[src/rtl/dsi_cmd_tx.sv]
module dsi_cmd_tx #(
  parameter int LEN_W = 16,
  parameter int TO_W  = 16
) (
  input  logic             clk,
  input  logic             rst_n,
  input  logic             req_valid,
  output logic             req_ready,
  input  logic [7:0]       req_dtype,
  input  logic [LEN_W-1:0] req_arg,
  input  logic             link_ulps,
  input  logic [TO_W-1:0]  tmo_limit,
  input  logic             byte_valid,
  input  logic [7:0]       byte_data,
  output logic             byte_ready,
  output logic             pl_wr,
  output logic [31:0]      pl_data,
  output logic             hdr_wr,
  output logic [31:0]      hdr_data,
  input  logic             fifo_empty,
  output logic             busy,
  output logic             done,
  output logic             err,
  output logic [1:0]       err_code
);
  typedef enum logic [1:0] {S_IDLE, S_PAY, S_HDR, S_WAIT} st_t;
  st_t st;

  logic [7:0]       dt_q;
  logic [LEN_W-1:0] arg_q, rem;
  logic [1:0]       lane;
  logic [23:0]      acc;
  logic [TO_W-1:0]  tcnt;
  logic             long_q, is_short, is_long;
  logic [15:0]      arg16;
  logic [31:0]      word_nx;

  always_comb begin
    case (req_dtype)
      8'h03, 8'h13, 8'h23, 8'h05, 8'h15, 8'h37,
      8'h02, 8'h12, 8'h22, 8'h32: is_short = 1'b1;
      default:                    is_short = 1'b0;
    endcase
  end
  assign is_long    = (req_dtype == 8'h29) || (req_dtype == 8'h39);
  assign arg16      = 16'(arg_q);
  assign word_nx    = {8'h00, acc} | ({24'h0, byte_data} << {lane, 3'b000});
  assign req_ready  = (st == S_IDLE);
  assign byte_ready = (st == S_PAY);
  assign busy       = (st != S_IDLE);

  always_ff @(posedge clk or negedge rst_n) begin
    if (!rst_n) begin
      st <= S_IDLE;
      dt_q <= '0; arg_q <= '0; rem <= '0; lane <= '0; acc <= '0;
      tcnt <= '0; long_q <= 1'b0;
      pl_wr <= 1'b0; pl_data <= '0; hdr_wr <= 1'b0; hdr_data <= '0;
      done <= 1'b0; err <= 1'b0; err_code <= '0;
    end else begin
      pl_wr <= 1'b0; hdr_wr <= 1'b0; done <= 1'b0; err <= 1'b0;
      case (st)
        S_IDLE: if (req_valid) begin
          dt_q <= req_dtype; arg_q <= req_arg; rem <= req_arg;
          lane <= '0; acc <= '0; long_q <= is_long;
          if (link_ulps) begin
            err <= 1'b1; err_code <= 2'd1;
          end else if (!is_short && !is_long) begin
            err <= 1'b1; err_code <= 2'd2;
          end else if (is_long && req_arg != '0) st <= S_PAY;
          else st <= S_HDR;
        end
        S_PAY: if (byte_valid) begin
          rem <= rem - LEN_W'(1);
          if (lane == 2'd3 || rem == LEN_W'(1)) begin
            pl_wr <= 1'b1; pl_data <= word_nx; acc <= '0; lane <= '0;
          end else begin
            acc <= word_nx[23:0]; lane <= lane + 2'd1;
          end
          if (rem == LEN_W'(1)) st <= S_HDR;
        end
        S_HDR: begin
          hdr_wr <= 1'b1;
          hdr_data <= {8'h00, arg16[15:8], arg16[7:0], dt_q};
          tcnt <= '0;
          if (long_q) st <= S_WAIT;
          else begin done <= 1'b1; st <= S_IDLE; end
        end
        S_WAIT: begin
          if (fifo_empty) begin
            done <= 1'b1; st <= S_IDLE;
          end else if (tcnt == tmo_limit - TO_W'(1)) begin
            err <= 1'b1; err_code <= 2'd3; st <= S_IDLE;
          end else tcnt <= tcnt + TO_W'(1);
        end
        default: st <= S_IDLE;
      endcase
    end
  end
endmodule

[config.mk]
export PLATFORM = sky130hd
export DESIGN_NAME = dsi_cmd_tx
export DESIGN_NICKNAME = d
export VERILOG_FILES = /design/src/rtl/dsi_cmd_tx.sv
export SDC_FILE = /design/constraint.sdc
export NUM_CORES = 1
export LEC_CHECK = 0
export ABC_AREA = 1
export CAP_MARGIN = 15
export CORE_ASPECT_RATIO = 0.9
export CORE_MARGIN = 1.5
export CORE_UTILIZATION = 54
export DETAILED_ROUTE_END_ITERATION = 6
export PLACE_DENSITY = 0.8
export SYNTH_ARGS = -nofsm -noshare
export SYNTH_HDL_FRONTEND = slang
export SYNTH_SLANG_ARGS = --single-unit
[constraint.sdc]
create_clock -name clk -period 2.3 [get_ports clk]
set_clock_uncertainty 0.05 [all_clocks]
set_input_delay 0.23 -clock clk [delete_from_list [all_inputs] [get_ports clk]]
set_output_delay 0.23 -clock clk [all_outputs]
set_load 0.03 [all_outputs]
==> flow_summary.yaml <==
status:
  status: "finished clean"
global_route:
  overflow: 0
  antenna_found_initial: 0
  grt_max_degree: 67
  grt_pass1_vias: 6628
  grt_pass1_wl_mm: 31.3
  track_usage_pct: 26.6
critical_path:
  crit_path_end_kind: "primary output"
  crit_chain: "inv_1 -> ha_1 -> buf_4 -> dlygate4sd2_1"
  crit_path_start_kind: "flop"
  slowest_stage: "dlygate4sd2_1"
  crit_path_max_incr_delay_ns: 0.44
  crit_required_ns: 2.02
  arrival_ns: 1.81
  crit_path_max_fanout: 24
  crit_type: "reg -> out"
sta:
  worstMarginPinSlew_ns: 0.800
  hold_viol_final: 0
  finalMaxSlewViolations: 0
  max_freq_ghz: 0.478
  hold-worst-slack_ns: 0.316
  setup_ws_ns: 0.208
  fin_tns_setup_ns: 0
  rsz0062_at_grt: "no"
  max_slew_margin_pct: 46.6
  post-route-period-util_pct: 91.0
  fin_crit_ns: 2.09
  setup_violations: 0
cts:
  clk_pin_slew_ns: 0.06
  clock-root-buffer: "clkbuf_16"
  htreeDepth: 4
  insertion_delay_ns: 0.42
  postCtsSetupBuffers: 0
  cts.sinks: 147
  cts_buffers: 17
  clock_path_buffers: 2
  cts_tree: "yes"
cells_and_area:
  area_growth_pct: 27.8
  diodes: 0
  final-seq-area_sq_um: 3680
  utilization_pct: 70.6
  drive_above_1_share_pct: 8.57
  multi_input_area_sq_um: 3420
  nNetsFinal: 1217
  fill_cells: 1165
placed_design:
  place_ws_ns: -0.199
  io_buffers: 118
  dp_hpwl_mm: 13.7
  place_congestion: 0.897
routing:
  wl_per_cell_microns: 13.9
  drc: 0
  drt-total-wl_mm: 19.0
  dr.pass1.iters: 5
  viasPerCell: 5.17
  num_vias: 7032
  drtIter0Drc: 487
  ant_nets: 0
synth:
  synth_top_area_share_pct: 47.6
  netlist_area_sq_um: 7730
  synthCells: 1016
  synth.distinct_cells: 41
  synth.ff_latch_count: 147
  synth-edff-count: 0
  yosysMostFrequentCell: "nand2_1"
  synth.avg_cell_area_sq_um: 7.61
  yosysWarnings: 0
  synthTopCellsByArea: "dfrtp_1, nand2_1, o21ai_0"
  yosys-top-cells-count: "nand2_1, dfrtp_1, inv_1, o21ai_0, nor2_1"
  yosysTopAreaCell: "dfrtp_1"
  synth_flop_cell: "dfrtp_1"
  async_flop_share_pct: 100
  yosysSeqAreaShare_pct: 47.6
power:
  p_per_area_nw_per_um2: 1080
  seqPwrFrac_pct: 35.2
  p_clk_share_pct: 24.5
  peakVddDrop_uv: 884
  switching_power_mw: 4.32
  cellLeakagePower_nw: 4.77
  p_int_mw: 6.40
  pwr-share-comb_pct: 40.3
  swShare_pct: 40.3
flow_run:
  drv_cap: 0
die:
  rows: 41
  start_util_pct: 55.2
  fp.dieH_microns: 117
  die_area_sq_um: 15000
  core_area_sq_um: 14000
  die_x_microns: 129
  io_pins: 127
worst_hold_path:
  hp-class: "in -> async"
-- sequential cells by signal, summed over array words and instances (netlist names) --
signal	flops
pl_data	32
acc	24
hdr_data	24
arg16	16
rem	16
tcnt	16
dt_q	8
err_code	2
lane	2
st	2
done	1
err	1
hdr_wr	1
long_q	1
pl_wr	1
-- power groups by stage --
stage                     clock network, mW  registers (mW)  logic, mW
final                                  2.62            3.77       4.33
after detailed placement                  0            3.80       4.30
after global placement                    0            3.79       4.19
after CTS                              2.66            3.76       4.33
after global routing                   2.77            3.85       4.81
after floorplan                           0            4.21       2.28
-- metrics by stage --
step,instance area [sq um],power [mW],instances
3_3_place_gp,9300,7.98,1327
6_report,9880,10.7,1360
2_1_floorplan,7760,6.49,1023
5_1_grt,9880,11.4,1360
4_1_cts,9880,10.8,1360
3_5_place_dp,9300,8.10,1327
-- cell usage in the layout (no fill, tap or decap), drive strengths merged, types with 15 or more instances in the layout --
cell / instances
o22ai: 20
clkdlybuf4s50: 114
clkbuf: 18
dfrtp: 147
inv: 120
nor2: 78
buf: 41
nand2: 342
o21ai: 106
nand3: 57
a21oi: 15
xor2: 22
-- cells by family after synthesis --
kind of cell / Yosys count / share of synthesized area [%]
simple gates: 510 / 28.0
buf+inv: 164 / 8.62
compound gates: 158 / 11.2
flops: 147 / 47.6
xor+xnor: 27 / 3.06
fa+ha+maj: 9 / 1.46
other cells: 1 / 0.0485
-- worst paths after layout --
path | startpoint | endpoint | slack, ns | cells after the start
worst max-delay path | st[1] | byte_ready | 0.21 | 4
worst min-delay path | rst_n | hdr_data[4] | 0.32 | 2
worst max register to register | rem[2] | rem[15] | 0.29 | 9
worst min register to register | hdr_data[15] | hdr_data[15] | 0.42 | 2
max in group asynchronous | rst_n | pl_data[10] | 1.17 | 3
min in group clk | req_dtype[6] | dt_q[6] | 0.32 | 3
-- area by class of cell --
| cell class | count | area share (%) |
|---|---|---|
| Clock inverter | 14 | 1.29 |
| Timing Repair Buffer | 159 | 15.5 |
| Sequential cell | 147 | 37.2 |
| Inverter | 117 | 4.44 |
| Tap cell | 193 | 2.44 |
| Clock buffer | 18 | 4.44 |
| Multi-Input combinational cell | 712 | 34.6 |
-- routing by layer --
metal	vias up	global-route usage, %	wire length, microns
li1	3502	-	-
met1	3282	36.1	8700
met2	215	42.9	8920
met3	33	5.68	987
met4	0	8.69	364
met5	-	0	0
-- worst max-delay path, delay by kind of cell, from the launching register on --
family / cells / cell delay (ns)
buffers and inverters: 3 / 0.80
flip-flops: 1 / 0.41
adder cells (fa/ha/maj): 1 / 0.18
-- timing repair --
action                                  CTS  global route
resized for setup                         1             2
hold endpoints to repair                 63             0
hold buffers                              1             0
endpoints found under the setup margin    1             2
Note: power is estimated with default switching activity, not from simulation.
